File: src/rtl/ps_cfg_pkg.sv
package ps_cfg_pkg;

  typedef enum logic [2:0] {
    ST_IDLE,
    ST_RST,
    ST_SETTLE,
    ST_WAIT,
    ST_FEED,
    ST_SHIFT,
    ST_CHECK,
    ST_TRAIL
  } seq_state_t;

  typedef enum logic [1:0] {
    CAUSE_NONE      = 2'd0,
    CAUSE_NO_STATUS = 2'd1,
    CAUSE_REL_TMO   = 2'd2,
    CAUSE_NO_DONE   = 2'd3
  } cause_t;

  function automatic int max3(input int a, input int b, input int c);
    int m;
    m = (a > b) ? a : b;
    return (m > c) ? m : c;
  endfunction

endpackage

File: src/rtl/ps_cfg_timer.sv
module ps_cfg_timer #(
  parameter int TW = 8
) (
  input  logic          clk,
  input  logic          rst,
  input  logic          load_i,
  input  logic [TW-1:0] value_i,
  output logic          expired_o
);

  logic [TW-1:0] cnt_q;

  always_ff @(posedge clk) begin
    if (rst) begin
      cnt_q <= '0;
    end else if (load_i) begin
      cnt_q <= value_i;
    end else if (cnt_q != '0) begin
      cnt_q <= cnt_q - 1'b1;
    end
  end

  assign expired_o = (cnt_q == '0);

endmodule

File: src/rtl/ps_cfg_bytecnt.sv
module ps_cfg_bytecnt #(
  parameter int CNT_W = 16
) (
  input  logic             clk,
  input  logic             rst,
  input  logic             load_i,
  input  logic [CNT_W-1:0] value_i,
  input  logic             dec_i,
  output logic             zero_o
);

  logic [CNT_W-1:0] left_q;

  always_ff @(posedge clk) begin
    if (rst) begin
      left_q <= '0;
    end else if (load_i) begin
      left_q <= value_i;
    end else if (dec_i && (left_q != '0)) begin
      left_q <= left_q - 1'b1;
    end
  end

  assign zero_o = (left_q == '0);

endmodule

File: src/rtl/ps_cfg_serializer.sv
module ps_cfg_serializer #(
  parameter int HALF_CYC     = 1,
  parameter int TRAIL_PULSES = 12,
  parameter bit LSB_FIRST    = 1'b1
) (
  input  logic       clk,
  input  logic       rst,
  input  logic       go_i,
  input  logic       trail_i,
  input  logic       clear_i,
  input  logic [7:0] byte_i,
  output logic       sclk_o,
  output logic       sdata_o,
  output logic       done_o
);

  localparam int NP_MAX = (TRAIL_PULSES > 8) ? TRAIL_PULSES : 8;
  localparam int PW     = $clog2(NP_MAX + 1);
  localparam int HW     = (HALF_CYC > 1) ? $clog2(HALF_CYC + 1) : 1;

  logic [7:0]    ordered;
  logic [7:0]    sreg_q;
  logic [HW-1:0] hcnt_q;
  logic [PW-1:0] pcnt_q;
  logic          active_q;
  logic          high_q;
  logic          trail_q;

  generate
    if (LSB_FIRST) begin : g_lsb
      assign ordered = byte_i;
    end else begin : g_msb
      for (genvar b = 0; b < 8; b++) begin : g_rev
        assign ordered[b] = byte_i[7-b];
      end
    end
  endgenerate

  always_ff @(posedge clk) begin
    if (rst) begin
      sreg_q   <= '0;
      hcnt_q   <= '0;
      pcnt_q   <= '0;
      active_q <= 1'b0;
      high_q   <= 1'b0;
      trail_q  <= 1'b0;
      sclk_o   <= 1'b0;
      sdata_o  <= 1'b0;
      done_o   <= 1'b0;
    end else begin
      done_o <= 1'b0;
      if (clear_i) begin
        active_q <= 1'b0;
        high_q   <= 1'b0;
        sclk_o   <= 1'b0;
        sdata_o  <= 1'b0;
        sreg_q   <= '0;
      end else if (go_i) begin
        active_q <= 1'b1;
        high_q   <= 1'b0;
        sclk_o   <= 1'b0;
        hcnt_q   <= HW'(HALF_CYC - 1);
        trail_q  <= trail_i;
        if (trail_i) begin
          sdata_o <= 1'b0;
          sreg_q  <= '0;
          pcnt_q  <= PW'(TRAIL_PULSES - 1);
        end else begin
          sdata_o <= ordered[0];
          sreg_q  <= {1'b0, ordered[7:1]};
          pcnt_q  <= PW'(7);
        end
      end else if (active_q) begin
        if (hcnt_q != '0) begin
          hcnt_q <= hcnt_q - 1'b1;
        end else begin
          hcnt_q <= HW'(HALF_CYC - 1);
          if (!high_q) begin
            high_q <= 1'b1;
            sclk_o <= 1'b1;
          end else if (pcnt_q == '0) begin
            active_q <= 1'b0;
            high_q   <= 1'b0;
            done_o   <= 1'b1;
            if (trail_q) sclk_o <= 1'b0;
          end else begin
            pcnt_q  <= pcnt_q - 1'b1;
            high_q  <= 1'b0;
            sclk_o  <= 1'b0;
            sdata_o <= sreg_q[0];
            sreg_q  <= {1'b0, sreg_q[7:1]};
          end
        end
      end
    end
  end

endmodule

File: src/rtl/ps_cfg_master.sv
module ps_cfg_master
  import ps_cfg_pkg::*;
#(
  parameter int CNT_W        = 16,
  parameter int RST_CYC      = 120,
  parameter int SETTLE_CYC   = 120,
  parameter int TMO_CYC      = 5000000,
  parameter int HALF_CYC     = 1,
  parameter int TRAIL_PULSES = 12,
  parameter bit LSB_FIRST    = 1'b1
) (
  input  logic             clk,
  input  logic             rst,
  input  logic             start_i,
  input  logic [CNT_W-1:0] byte_count_i,
  input  logic             abort_i,
  input  logic [7:0]       s_data_i,
  input  logic             s_valid_i,
  output logic             s_ready_o,
  output logic             cfg_req_n_o,
  input  logic             stat_n_i,
  input  logic             done_i,
  output logic             sclk_o,
  output logic             sdata_o,
  output logic             busy_o,
  output logic             success_o,
  output logic             error_o,
  output logic [1:0]       err_code_o
);

  localparam int TMAX = max3(RST_CYC, SETTLE_CYC, TMO_CYC);
  localparam int TW   = $clog2(TMAX + 1);

  seq_state_t    state_q;
  logic          tmr_load;
  logic [TW-1:0] tmr_val;
  logic          tmr_exp;
  logic          cnt_load;
  logic          cnt_dec;
  logic          cnt_zero;
  logic          ser_go;
  logic          ser_trail;
  logic          ser_clear;
  logic          ser_done;
  logic          fail_now;
  cause_t        fail_cause;
  logic          take_byte;

  assign take_byte = (state_q == ST_FEED) && s_valid_i && s_ready_o && !abort_i;

  always_comb begin
    fail_now   = 1'b0;
    fail_cause = CAUSE_NONE;
    unique case (state_q)
      ST_RST: begin
        if (tmr_exp && stat_n_i) begin
          fail_now   = 1'b1;
          fail_cause = CAUSE_NO_STATUS;
        end
      end
      ST_WAIT: begin
        if (!stat_n_i && tmr_exp) begin
          fail_now   = 1'b1;
          fail_cause = CAUSE_REL_TMO;
        end
      end
      ST_FEED, ST_SHIFT: begin
        if (abort_i) begin
          fail_now   = 1'b1;
          fail_cause = CAUSE_NONE;
        end
      end
      ST_CHECK: begin
        if (!done_i) begin
          fail_now   = 1'b1;
          fail_cause = CAUSE_NO_DONE;
        end
      end
      default: ;
    endcase
  end

  always_comb begin
    tmr_load  = 1'b0;
    tmr_val   = '0;
    cnt_load  = 1'b0;
    cnt_dec   = 1'b0;
    ser_go    = 1'b0;
    ser_trail = 1'b0;
    ser_clear = fail_now;
    unique case (state_q)
      ST_IDLE: begin
        if (start_i) begin
          tmr_load = 1'b1;
          tmr_val  = TW'(RST_CYC);
          cnt_load = 1'b1;
        end
      end
      ST_RST: begin
        if (tmr_exp && !stat_n_i) begin
          tmr_load = 1'b1;
          tmr_val  = TW'(SETTLE_CYC);
        end
      end
      ST_SETTLE: begin
        if (tmr_exp) begin
          tmr_load = 1'b1;
          tmr_val  = TW'(TMO_CYC);
        end
      end
      ST_FEED: begin
        if (take_byte) begin
          ser_go  = 1'b1;
          cnt_dec = 1'b1;
        end
      end
      ST_CHECK: begin
        if (done_i) begin
          ser_go    = 1'b1;
          ser_trail = 1'b1;
        end
      end
      default: ;
    endcase
  end

  always_ff @(posedge clk) begin
    if (rst) begin
      state_q     <= ST_IDLE;
      cfg_req_n_o <= 1'b1;
      busy_o      <= 1'b0;
      s_ready_o   <= 1'b0;
      success_o   <= 1'b0;
      error_o     <= 1'b0;
      err_code_o  <= 2'd0;
    end else begin
      success_o <= 1'b0;
      error_o   <= 1'b0;
      if (fail_now) begin
        state_q     <= ST_IDLE;
        cfg_req_n_o <= 1'b1;
        busy_o      <= 1'b0;
        s_ready_o   <= 1'b0;
        error_o     <= 1'b1;
        err_code_o  <= fail_cause;
      end else begin
        unique case (state_q)
          ST_IDLE: begin
            if (start_i) begin
              state_q     <= ST_RST;
              cfg_req_n_o <= 1'b0;
              busy_o      <= 1'b1;
              err_code_o  <= 2'd0;
            end
          end
          ST_RST: begin
            if (tmr_exp) begin
              cfg_req_n_o <= 1'b1;
              state_q     <= ST_SETTLE;
            end
          end
          ST_SETTLE: begin
            if (tmr_exp) state_q <= ST_WAIT;
          end
          ST_WAIT: begin
            if (stat_n_i) begin
              if (cnt_zero) begin
                state_q <= ST_CHECK;
              end else begin
                state_q   <= ST_FEED;
                s_ready_o <= 1'b1;
              end
            end
          end
          ST_FEED: begin
            if (take_byte) begin
              s_ready_o <= 1'b0;
              state_q   <= ST_SHIFT;
            end
          end
          ST_SHIFT: begin
            if (ser_done) begin
              if (cnt_zero) begin
                state_q <= ST_CHECK;
              end else begin
                state_q   <= ST_FEED;
                s_ready_o <= 1'b1;
              end
            end
          end
          ST_CHECK: begin
            state_q <= ST_TRAIL;
          end
          ST_TRAIL: begin
            if (ser_done) begin
              state_q   <= ST_IDLE;
              busy_o    <= 1'b0;
              success_o <= 1'b1;
            end
          end
          default: state_q <= ST_IDLE;
        endcase
      end
    end
  end

  ps_cfg_timer #(.TW(TW)) u_timer (
    .clk       (clk),
    .rst       (rst),
    .load_i    (tmr_load),
    .value_i   (tmr_val),
    .expired_o (tmr_exp)
  );

  ps_cfg_bytecnt #(.CNT_W(CNT_W)) u_bytecnt (
    .clk     (clk),
    .rst     (rst),
    .load_i  (cnt_load),
    .value_i (byte_count_i),
    .dec_i   (cnt_dec),
    .zero_o  (cnt_zero)
  );

  ps_cfg_serializer #(
    .HALF_CYC     (HALF_CYC),
    .TRAIL_PULSES (TRAIL_PULSES),
    .LSB_FIRST    (LSB_FIRST)
  ) u_ser (
    .clk     (clk),
    .rst     (rst),
    .go_i    (ser_go),
    .trail_i (ser_trail),
    .clear_i (ser_clear),
    .byte_i  (s_data_i),
    .sclk_o  (sclk_o),
    .sdata_o (sdata_o),
    .done_o  (ser_done)
  );

endmodule

File: config.mk
export PLATFORM = sky130hd
export DESIGN_NAME = ps_cfg_master
export DESIGN_NICKNAME = d
export VERILOG_FILES = /design/src/rtl/ps_cfg_pkg.sv /design/src/rtl/ps_cfg_timer.sv /design/src/rtl/ps_cfg_bytecnt.sv /design/src/rtl/ps_cfg_serializer.sv /design/src/rtl/ps_cfg_master.sv
export SDC_FILE = /design/constraint.sdc
export NUM_CORES = 1
export LEC_CHECK = 0
export BUFFER_PORTS_ARGS = -buffer_cell sky130_fd_sc_hd__clkbuf_2
export CAP_MARGIN = 30
export CORE_MARGIN = 2
export CORE_UTILIZATION = 30
export DETAILED_ROUTE_END_ITERATION = 6
export PLACE_DENSITY_LB_ADDON = 0.2
export SLEW_MARGIN = 20
export SYNTH_ARGS = -nofsm -noshare
export SYNTH_HDL_FRONTEND = slang
export SYNTH_HIERARCHICAL = 1
export SYNTH_SLANG_ARGS = --single-unit
File: constraint.sdc
create_clock -name clk -period 6 [get_ports clk]
set_clock_uncertainty 0.2 [all_clocks]
set_input_delay 0.9 -clock clk [delete_from_list [all_inputs] [get_ports clk]]
set_output_delay 0.9 -clock clk [all_outputs]
set_load 0.02 [all_outputs]
==> impl_results.md, run 1 <==
- Status: complete, no violations
- FP Rows: 40
- F_max: about 0.23 GHz
- Worst EP required: 5990 ps
- Worst Path Arrival: 4380 ps
- Startpoint Class: flop
- Avg Inst Size Synth: 8.497 um^2
- Cts hold-fix bufs: 0
- First-pass GRT wire length: 15,100 um
- Final worst-path cycle share: between 70% and 80%
- Vias in the first global route: 3,214
- Area growth syn-to-layout: 15.43%
- Power per cell area: 318.7 nW/um^2
- Core Area: approximately 12,000 um^2
- R2R Path End: u_timer/cnt_q[15]$_SDFFE_PP0P_
- Cell variety after synth: 80
- Skew-Pair Late Insertion Delay: about 340 ps
- Leak: 1.585 nW
- Hold Crit Start: err_code_o[0]$_SDFFE_PP0P_
- Width of the die: 115.6 um
- Fin nets: 512
- Synthesized area: 3739 um^2
- Number of enable flip-flop cells after synthesis: 0
- Port Buffers: 39
- Die area: 13,370 um^2
- Dominant cell type by area after synthesis: dfxtp_1
- RSZ-0062 raised after global routing: false
- Remaining DRCs: 0
- Setup Buffers After CTS: 0
- CTS buffer count: 9
- Worst Hold Endpoint: err_code_o[0]$_SDFFE_PP0P_
- Synth Warn #: 6
- WHS Path Cells: 2
- Critical-path maximum fanout: 30
- CTS tree: done
- Via Count: ~3,300
- Worst-margin pin slew: 834.3 ps
- Routed Antenna Nets: 0
- Final Core Density: 35.63%
- Global route overflow: 0
- Worst Reg-to-Reg Cells: 12
- Chip Height: 115.6 um
- Synth area leaders: dfxtp_1 (35%), a21oi_1 (5.0%), nand2_1 (3.9%), xnor2_1 (3.7%), a211oi_1 (3.2%)
- Fraction of layout cells with a size suffix above 1: 18.26%
- Clk slew on worst S/H paths: 50 ps
- Largest net degree at the start of global routing: 33
- Post-cts repair resize count: 0
- Minimum clock period: 4391 ps
- Vias per std cell: 5.109
- Post-Syn Instances: 440
- Commonest cells in the synthesized netlist: dfxtp_1 (66), nand2_1 (39), a21oi_1 (37)
- Ys async rst share: 0%
- Worst Hold Class: flop to flop
- Starting density of the core: 30.87%
- Hold Vio Cnt, Final: 0
- Setup crit end kind: flop
- Worst r2r src: u_timer/cnt_q[0]$_SDFFE_PP0P_
- Most numerous cell in the Yosys netlist: dfxtp_1
- Max Root-Sink Buffers: 2
- Clk sinks: 66
- Synth top area share: 35.34%
- VDD IR-drop max: 203.5 uV
- Io pins: 40
- Sequential share of the synthesized area: 35.34%
- Wire length per cell: about 14 um
- Flop2flop setup slack: 1610 ps
- CTS H-tree depth: 3
- Post-synthesis register bit count: 66
- Initial antenna violation count: 0
- Ant. Diodes: 0
- HPWL Detailed: 6268 um
- Fin. max-slew vios: 0
- Gpl congestion: 0.7765
- Detailed-route wire length: 8998 um
- Final count of negative-setup-slack endpoints: 0
- Max Cap Violations: 0
- Kind of critical path: flop to flop
- Starting DRC count in detailed routing: ~180
- Drt pass-1 iters: 4
- Setup TNS Final: 0 ps
- Root buf cell: clkbuf_16
- GRT Resource Usage Total: around 14%
- Max_slew headroom: 44.17%
- Top_reg_cell synth: dfxtp_1
[through the flow]
stage	hold slack, ps	power, mW	area, um^2	cells	setup WS [ps]
detailed placement	274.9	0.8624	4029	635	1700
finish	276.5	1.375	4315	650	1609
CTS	285.2	1.394	4315	650	1637
floorplan	247.5	0.7915	3780	451	2509
global placement	265.7	0.8610	4029	635	1842
global route	304.6	1.455	4315	650	1267
[metal layers]
| layer | vias to the layer above | wire length [um] | track usage [%] |
|---|---|---|---|
| met1 | 1563 | 4198 | 17.16 |
| li1 | 1704 | - | - |
| met5 | - | 0 | 0 |
| met4 | 0 | 163 | 5.794 |
| met2 | 41 | 4331 | 24.05 |
| met3 | 13 | 304 | 4.289 |
[where the power goes]
| group | switching, mW | leakage (nW) | internal (mW) | total (mW) |
|---|---|---|---|---|
| logic | 0.187 | 0.902 | 0.134 | 0.321 |
| registers | 0.0534 | 0.540 | 0.484 | 0.537 |
| clock network | 0.189 | 0.142 | 0.329 | 0.518 |
| total | 0.429 | 1.58 | 0.947 | 1.38 |
[critical path, stage by stage, from the launching register on]
cell,delay [ps]
dfxtp_1,330
inv_1,80
ha_1,210
nor4b_1,630
nand4_2,390
nor2_1,750
and3b_1,340
nand2_1,70
nand2_1,130
or2_2,480
or2_2,270
nand2b_1,230
o22ai_1,140
[flip-flops by register name (all words and copies together), names as in the netlist]
signal            flops
u_timer/cnt_q        23
u_bytecnt/left_q     16
u_ser/sreg_q          7
u_ser/pcnt_q          4
state_q               3
err_code_o            2
busy_o                1
cfg_req_n_o           1
error_o               1
s_ready_o             1
success_o             1
u_ser/active_q        1
u_ser/done_o          1
u_ser/high_q          1
u_ser/sclk_o          1
u_ser/sdata_o         1
u_ser/trail_q         1
[cell families (layout without fill, tap and decap cells)]
kind of cell | count (synthesis) | after routing | share of synthesized area (%)
AOI/OAI and AO/OA | 129 | 129 | 24.33
muxes | 5 | 5 | 1.372
buffers and inverters | 43 | 74 | 6.393
other | 1 | 12 | 0.1003
DFF | 66 | 66 | 35.34
xor gates and xnor gates | 23 | 23 | 5.388
and+or+nand+nor | 170 | 170 | 26.07
adders and majority gates | 3 | 3 | 1.004
[worst max-delay path by stage]
stage / from / end / slack, ps
floorplan: u_timer/cnt_q[0]$_SDFFE_PP0P_ / u_timer/cnt_q[18]$_SDFFE_PP0P_ / 2510
global placement: u_timer/cnt_q[0]$_SDFFE_PP0P_ / u_timer/cnt_q[22]$_SDFFE_PP0P_ / 1840
detailed placement: u_timer/cnt_q[0]$_SDFFE_PP0P_ / u_timer/cnt_q[22]$_SDFFE_PP0P_ / 1700
CTS: u_timer/cnt_q[0]$_SDFFE_PP0P_ / u_timer/cnt_q[15]$_SDFFE_PP0P_ / 1640
global route: u_timer/cnt_q[0]$_SDFFE_PP0P_ / u_timer/cnt_q[22]$_SDFFE_PP0P_ / 1270
finish: u_timer/cnt_q[0]$_SDFFE_PP0P_ / u_timer/cnt_q[15]$_SDFFE_PP0P_ / 1610
[cell type report]
class | count | area [um^2]
Clock buffer | 12 | 246.5
Timing Repair Buffer | 41 | 210.2
Tap cell | 168 | 210.2
Clock inverter | 3 | 40.04
Inverter | 18 | 67.56
Multi-Input combinational cell | 342 | 2220
Sequential cell | 66 | 1321
Fill cell | 1332 | 7796
[layout by cell type (no fill, tap or decap), drive strengths merged, types with 5 or more instances in the layout]
cell type,synthesis,routed
or3,11,11
a22oi,9,9
xnor2,16,16
o22ai,6,6
conb,1,12
clkbuf,12,51
a211oi,16,16
xor2,7,7
nand3,8,8
nand2,39,39
a21oi,37,37
inv,16,16
nor2,32,32
dfxtp,66,66
nor4,14,14
o21bai,5,5
nor3,24,24
o21ai,14,14
a311oi,6,6
o211ai,5,5
Power figures use the tool's default switching activity.
==> run 2, diff against run 1 <==
Settings changed: ABC_AREA set to 1.
Clock period 6 ns to 3.96 ns, I/O delays scaled along.
==> run 2 against run 1 <==
  * Via count increased by 26%
  * Die area increased by 12%
  * Critical path type unchanged
  * Final cell count increased by 42%
  * Total power increased to 2.6 times the previous value
  * Wire length increased by 16%
  * Combinational power increased to 5.9 times the previous value
  * Clock power increased by 36%
  * Highest routed layer unchanged
  * Sequential cell count unchanged
  * Core utilization decreased by 0.60 points
  * Cell area increased by 12%
  * Count of clock-buffer cells in the layout decreased by 1
  * Register-to-register slack got worse by 430 ps
==> impl_results.md, run 2 <==
- R2R Path End: u_ser/sreg_q[2]$_SDFFE_PP0P_ (was u_timer/cnt_q[15]$_SDFFE_PP0P_)
- Worst r2r src: state_q[0]$_SDFFE_PP0P_ (was u_timer/cnt_q[0]$_SDFFE_PP0P_)
- Core Area: 13,830 um^2 (was 12,110 um^2)
- Most common cell after layout, fill and taps aside: nand2_1 (was dfxtp_1)
- Synthesized area: 4220 um^2 (was 3739 um^2)
- Wire length per cell: 11.36 um (was 13.84 um)
- Vias in the first global route: 3,792 (was 3,214)
- Status: complete, no violations (unchanged)
- Worst-margin pin slew: 757.3 ps (was 834.3 ps)
- Gpl congestion: 0.8702 (was 0.7765)
- Clock network power share: 19.4% (was 37.6%)
- Final worst-path cycle share: 70.17% (was 73.19%)
- Kind of critical path: flop to flop (unchanged)
- Int Power: 1.905 mW (was 946.6 uW)
- Fin. max-slew vios: 0 (unchanged)
- Synth top area share: 31.31% (was 35.34%)
- Chip Height: 122.6 um (was 115.6 um)
- Root buf cell: clkbuf_16 (unchanged)
- First-pass GRT wire length: 17,950 um (was 15,100 um)
- Vias per std cell: 4.536 (was 5.109)
- Largest register FFs: 23 (unchanged)
- Via Count: 4,182 (was 3,321)
- Worst Path Arrival: 2840 ps (was 4380 ps)
- Largest net degree at the start of global routing: 26 (was 33)
- Non-filler instance count after layout: 922 (was 650)
- Flop2flop setup slack: 1180 ps (was 1610 ps)
- Hold Vio Cnt, Final: 0 (unchanged)
- Detailed-route wire length: 10,480 um (was 8998 um)
- Power per cell area: 749.7 nW/um^2 (was 318.7 nW/um^2)
- Post-synthesis register bit count: 66 (unchanged)
- Max Root-Sink Buffers: 2 (unchanged)
- Post-cts repair resize count: 0 (unchanged)
- Max_slew headroom: 49.32% (was 44.17%)
- CTS buffer count: 9 (unchanged)
- Synth Warn #: 6 (unchanged)
- Post-route setup slack: 1181 ps (was 1609 ps)
- Routed Antenna Nets: 0 (unchanged)
- Hold slack final: 241.9 ps (was 276.5 ps)
- Inst Count DP: 907 (was 635)
- Hold Crit Start: u_timer/cnt_q[0]$_SDFFE_PP0P_ (was err_code_o[0]$_SDFFE_PP0P_)
- Comb power frac: 52.4% (was 23.3%)
- Remaining DRCs: 0 (unchanged)
- Cts hold-fix bufs: 0 (unchanged)
- Fin nets: 772 (was 512)
- CTS H-tree depth: 3 (unchanged)
- Die area: 15,030 um^2 (was 13,370 um^2)
- Flop pwr share: 28.2% (was 39.0%)
- Switch share: 47.54% (was 31.17%)
- Commonest cells in the synthesized netlist: nand2_1 (185), nor2_1 (133), inv_1 (74) (was dfxtp_1 (66), nand2_1 (39), a21oi_1 (37))
- Starting density of the core: 30.52% (was 30.87%)
- HPWL Detailed: 7950 um (was 6268 um)
- Io pins: 40 (unchanged)
- Skew-Pair Late Insertion Delay: 340 ps (about the same)
- Critical-path maximum fanout: 14 (was 30)
- Largest regs: u_timer/cnt_q (23), u_bytecnt/left_q (16), u_ser/sreg_q (7) (unchanged)
- Cell variety after synth: 37 (was 80)
- Worst Hold Endpoint: u_timer/cnt_q[0]$_SDFFE_PP0P_ (was err_code_o[0]$_SDFFE_PP0P_)
- Worst Hold Class: flop to flop (unchanged)
- Setup TNS Final: 0 ps (unchanged)
- Area growth syn-to-layout: 14.76% (was 15.43%)
- Dominant cell type by area after synthesis: dfxtp_1 (unchanged)
- Port Buffers: 39 (unchanged)
- Width of the die: 122.6 um (was 115.6 um)
- Minimum clock period: 2779 ps (was 4391 ps)
- Starting DRC count in detailed routing: 208 (was 181)
- CTS tree: done (unchanged)
- GRT Resource Usage Total: 15.26% (was 14.32%)
- Ys async rst share: 0% (unchanged)
- Setup Buffers After CTS: 0 (unchanged)
- Final count of negative-setup-slack endpoints: 0 (unchanged)
- RSZ-0062 raised after global routing: false (unchanged)
- WHS Path Cells: 1 (was 2)
- Clk slew on worst S/H paths: 50 ps (about the same)
- Most frequent cells in the layout: nand2_1 (185), nor2_1 (133), inv_1 (74) (was dfxtp_1 (66), nand2_1 (39), clkbuf_2 (39))
- VDD IR-drop max: 226.4 uV (was 203.5 uV)
- Most numerous cell in the Yosys netlist: nand2_1 (was dfxtp_1)
- Ant. Diodes: 0 (unchanged)
- Max Cap Violations: 0 (unchanged)
- Top_reg_cell synth: dfxtp_1 (unchanged)
- Place WS: 1115 ps (was 1700 ps)
- Worst EP required: 4030 ps (was 5990 ps)
- Number of enable flip-flop cells after synthesis: 0 (unchanged)
- Global route overflow: 0 (unchanged)
- Synth area leaders: dfxtp_1 (31%), nand2_1 (16%), nor2_1 (12%), inv_1 (6.6%), nand3_1 (5.1%) (was dfxtp_1 (35%), a21oi_1 (5.0%), nand2_1 (3.9%), xnor2_1 (3.7%), a211oi_1 (3.2%))
- Avg Inst Size Synth: 6.108 um^2 (was 8.497 um^2)
- Drt pass-1 iters: 4 (unchanged)
- Startpoint Class: flop (unchanged)
- Worst Reg-to-Reg Cells: 12 (unchanged)
- Setup crit end kind: flop (unchanged)
- Leak: 2.319 nW (was 1.585 nW)
- Sequential share of the synthesized area: 31.31% (was 35.34%)
- Largest Register: u_timer/cnt_q (unchanged)
- F_max: 0.3599 GHz (was 0.2277 GHz)
- Total power: 3.631 mW (was 1.375 mW)
- Clk sinks: 66 (unchanged)
- FP Rows: 43 (was 40)
- Net Switching: 1.726 mW (was 428.7 uW)
- Initial antenna violation count: 0 (unchanged)
- Post-Syn Instances: 691 (was 440)
- Fraction of layout cells with a size suffix above 1: 14.56% (was 18.26%)
## run 2: cell types whose count changed in the layout (fill, tap and decap cells not counted), moves of 8 or more
cell      delta
nand2_1    +146
nor2_2      +12
nand3_1     +35
o21ai_0     +18
inv_1       +58
nor2_1     +102
a22oi_1      -8
nand2_2     +12
a211oi_1    -15
nor3_1      -11
xnor2_1     -15
nor4_1      -11
## run 2: worst max-delay path, stage by stage, from the launching register on
cell	delay, ps
dfxtp_1	450
inv_1	160
nand3_1	100
nor3_1	470
inv_1	120
o21ai_0	100
buf_4	210
inv_2	110
nor2_2	370
nand2_1	80
o21ai_0	80
o21ai_0	100
a21oi_1	140
## run 2: metal layers
metal	GRT usage, %	part of all wire (%)
met1	20.40	49
met2	23.68	45
met3	2.788	3.1
met4	7.256	2.9
met5	0	0
## run 2: final cells by class
cell class / instances / area [um^2]
tap: 180 / 225.2
timing repair buffer: 43 / 225.2
clock inverter: 4 / 20.02
fill: 1543 / 8984
multi-input combinational: 538 / 2517
inverter: 80 / 301.5
clock buffer: 11 / 232.7
sequential: 66 / 1321
## run 2: metrics by stage
stage | util (%) | area [um^2]
6_report | 35.03 | 4843
5_1_grt | 35.03 | 4843
4_1_cts | 35.03 | 4843
3_5_place_dp | 33.20 | 4591
3_3_place_gp | 33.20 | 4591
2_1_floorplan | - | 4262
## run 2: cell families (layout without fill, tap and decap cells)
family                     Yosys count  in the layout  synth area share (%)
AOI/OAI and AO/OA                   82             82                 10.41
other                                1             12               0.08886
adders and majority gates            3              3                0.8895
buffers and inverters               98            138                 10.02
xor gates and xnor gates            13             13                 2.698
and+or+nand+nor                    428            428                 44.59
DFF                                 66             66                 31.31
## run 2: how the worst max path moves through the flow
stage                                          endpoint                          start  slack [ps]
final                      u_ser/sreg_q[2]$_SDFFE_PP0P_        state_q[0]$_SDFFE_PP0P_        1180
after detailed placement   u_ser/sreg_q[3]$_SDFFE_PP0P_                        abort_i        1110
after global placement     u_ser/sreg_q[2]$_SDFFE_PP0P_                        abort_i        1180
after global routing      u_timer/cnt_q[4]$_SDFFE_PP0P_  u_timer/cnt_q[0]$_SDFFE_PP0P_         850
after CTS                 u_timer/cnt_q[5]$_SDFFE_PP0P_  u_timer/cnt_q[0]$_SDFFE_PP0P_        1180
after floorplan           u_timer/cnt_q[5]$_SDFFE_PP0P_  u_timer/cnt_q[0]$_SDFFE_PP0P_        1460
## run 2: power by group through the flow
stage          clock (mW)  sequential (mW)  combinational [mW]
3_5_place_dp            0             1.04                1.91
4_1_cts             0.734             1.03                1.92
5_1_grt             0.763             1.05                2.22
2_1_floorplan           0            0.987                1.60
6_report            0.703             1.03                1.90
3_3_place_gp            0             1.03                1.90
==> run 3, diff against run 2 <==
Settings changed: ABC_AREA 1 to 0.
Clock period 3.96 ns to 2.43 ns, I/O delays scaled along.
==> run 3 against run 2 <==
  * Count of clock-buffer cells in the layout grew 3
  * Via count shrank 15%
  * Combinational power shrank 39%
  * Die area shrank 11%
  * Fmax grew 20%
  * Global-route usage grew 0.086 points
  * Total power grew 1.4%
  * Non-clock buffer count grew 53
  * Cell area grew 0.70%
  * Worst hold slack lost 190 ps
  * Critical path type unchanged
  * Largest power group is now registers
==> impl_results.md, run 3 (synthesized netlist as in run 1, its figures left out) <==
- Status: complete, no violations (unchanged)
- Die area: 13,370 um^2 (was 15,030 um^2)
- CTS tree: done (unchanged)
- Starting DRC count in detailed routing: 164 (was 208)
- VDD IR-drop max: 373.0 uV (was 226.4 uV)
- Largest net degree at the start of global routing: 28 (was 26)
- Width of the die: 115.6 um (was 122.6 um)
- Most frequent cells in the layout: dfxtp_1 (64), buf_4 (54), clkbuf_2 (39) (was nand2_1 (185), nor2_1 (133), inv_1 (74))
- Startpoint Class: flop (unchanged)
- Cts hold-fix bufs: 0 (unchanged)
- Power per cell area: 755.0 nW/um^2 (was 749.7 nW/um^2)
- Fin nets: 567 (was 772)
- Critical Path Start: u_timer/cnt_q[1]$_SDFFE_PP0P_ (was state_q[0]$_SDFFE_PP0P_)
- Remaining DRCs: 0 (unchanged)
- Leak: 1.889 nW (was 2.319 nW)
- Vias per std cell: 5.023 (was 4.536)
- Critical-path cell list: inv_2 -> ha_4 -> nor4b_4 -> nand4_4 -> nor2_4 -> and3b_2 -> nand2_2 -> nand2_2 -> or2_4 -> or2_4 -> nand2b_4 -> o22ai_1 (was inv_1 -> nand3_1 -> nor3_1 -> inv_1 -> o21ai_0 -> buf_4 -> inv_2 -> nor2_2 -> nand2_1 -> o21ai_0 -> o21ai_0 -> a21oi_1)
- Wire length per cell: 13.55 um (was 11.36 um)
- Critical-path maximum fanout: 6 (was 14)
- CP max stage delay: 320 ps (was 470 ps)
- Core Area: 12,110 um^2 (was 13,830 um^2)
- Detailed-route wire length: 9568 um (was 10,480 um)
- Gpl congestion: 0.7929 (was 0.8702)
- Final worst-path cycle share: 95.62% (was 70.17%)
- Initial antenna violation count: 0 (unchanged)
- Worst Hold Class: input port to flop (was flop to flop)
- Ant. Diodes: 0 (unchanged)
- Kind of critical path: flop to flop (unchanged)
- Io pins: 40 (unchanged)
- Largest register FFs: 23 (unchanged)
- Fraction of layout cells with a size suffix above 1: 31.23% (was 14.56%)
- Setup TNS Final: 0 ps (unchanged)
- Largest regs: u_timer/cnt_q (23), u_bytecnt/left_q (16), u_ser/sreg_q (7) (unchanged)
- Worst path top cell family by delay: simple AND/OR/NAND/NOR gates (unchanged)
- Footprint of the multi-input gates: 2354 um^2 (was 2517 um^2)
- Worst EP required: 2440 ps (was 4030 ps)
- Final Core Density: 40.27% (was 35.03%)
- Worst Path Arrival: 2330 ps (was 2840 ps)
- Hold Crit Start: byte_count_i[6] (was u_timer/cnt_q[0]$_SDFFE_PP0P_)
- WP buf/inv: 1 (was 4)
- Max Root-Sink Buffers: 2 (unchanged)
- CTS H-tree depth: 3 (unchanged)
- Port Buffers: 39 (unchanged)
- Filler cell count: 1,283 (was 1,543)
- Vias in the first global route: 3,367 (was 3,792)
- Fin. max-slew vios: 0 (unchanged)
- Final count of negative-setup-slack endpoints: 0 (unchanged)
- Root buf cell: clkbuf_16 (unchanged)
- FP Rows: 40 (was 43)
- Clk slew on worst S/H paths: 50 ps (about the same)
- Chip Height: 115.6 um (was 122.6 um)
- Starting density of the core: 30.87% (was 30.52%)
- HPWL Detailed: 6977 um (was 7950 um)
- CTS buffer count: 9 (unchanged)
- Max Cap Violations: 0 (unchanged)
- GRT Resource Usage Total: 15.34% (was 15.26%)
- Skew-Pair Late Insertion Delay: 340 ps (about the same)
- First-pass GRT wire length: 16,280 um (was 17,950 um)
- Setup crit end kind: flop (unchanged)
- RSZ-0062 raised after global routing: true (was false)
- F_max: 0.4304 GHz (was 0.3599 GHz)
- Clk sinks: 66 (unchanged)
- Area growth syn-to-layout: 30.46% (was 14.76%)
- Global route overflow: 0 (unchanged)
- Most common cell after layout, fill and taps aside: dfxtp_1 (was nand2_1)
- Routed Antenna Nets: 0 (unchanged)
- Worst r2r src: u_timer/cnt_q[1]$_SDFFE_PP0P_ (was state_q[0]$_SDFFE_PP0P_)
- Slowest CP cell: dfxtp_2 (was nor3_1)
- Minimum clock period: 2324 ps (was 2779 ps)
- Via Count: 3,546 (was 4,182)
- FF/Latch Area: 1324 um^2 (was 1321 um^2)
- Largest Register: u_timer/cnt_q (unchanged)
- Drt pass-1 iters: 5 (was 4)
- Hold Vio Cnt, Final: 0 (unchanged)
- Total power: 3.682 mW (was 3.631 mW)
==> run 3: changes by cell type in the layout (fill, tap and decap cells not counted), moves of 8 or more <==
cell	before	now
nand2_1	185	36
nor2_1	133	29
nand3_1	43	8
a22oi_1	0	8
xnor2_1	1	16
a211oi_1	1	16
buf_4	4	54
inv_1	74	13
nor2_2	13	2
o21ai_0	30	11
nor3_1	9	17
nand2_2	12	3
==> run 3: cell type report <==
cell class,count,share of cell area (%)
clock inverter,2,0.2052
tap,168,4.310
sequential,66,27.14
multi-input combinational,342,48.26
clock buffer,14,5.618
inverter,18,1.385
timing repair buffer,96,13.08
==> run 3: per-stage QoR <==
stage          cells  hold slack (ps)  area, um^2  worst slack, ps
5_1_grt          706            50.01        4877           -26.55
4_1_cts          703            44.48        4791            2.205
2_1_floorplan    451            233.6        3899           -153.9
3_3_place_gp     687            260.5        4502            37.81
3_5_place_dp     687            264.2        4502           -12.53
6_report         706            52.63        4877            106.4
==> run 3: power by group <==
part	switching, mW	internal (mW)
clock network	0.460	0.771
logic	0.597	0.558
registers	0.101	1.20
total	1.16	2.52
==> run 3: worst paths after layout <==
path	end	slack [ps]	cells past startpoint
min	u_bytecnt/left_q[6]$_SDFFE_PP0P_	50	3
max	u_timer/cnt_q[15]$_SDFFE_PP0P_	110	12
max reg2reg	u_timer/cnt_q[15]$_SDFFE_PP0P_	110	12
min reg2reg	err_code_o[1]$_SDFFE_PP0P_	270	2
==> run 3: per-layer routing <==
metal / track usage, % / wire [um] / up-vias
met5: 0 / 0 / -
met4: 5.952 / 120 / 0
met3: 3.190 / 269 / 8
met2: 23.78 / 4373 / 49
met1: 20.98 / 4805 / 1678
li1: - / - / 1811
==> run 3: worst min-delay path: stages <==
cell and delay, ps:
clkbuf_2 80, nand2_1 50, a21oi_1 50
==> run 3: timing repair <==
action                     4_1_cts  5_1_grt
setup buffers                    0        3
resized for setup                2       13
setup endpoints to repair        4       27
pin swaps                        1        8
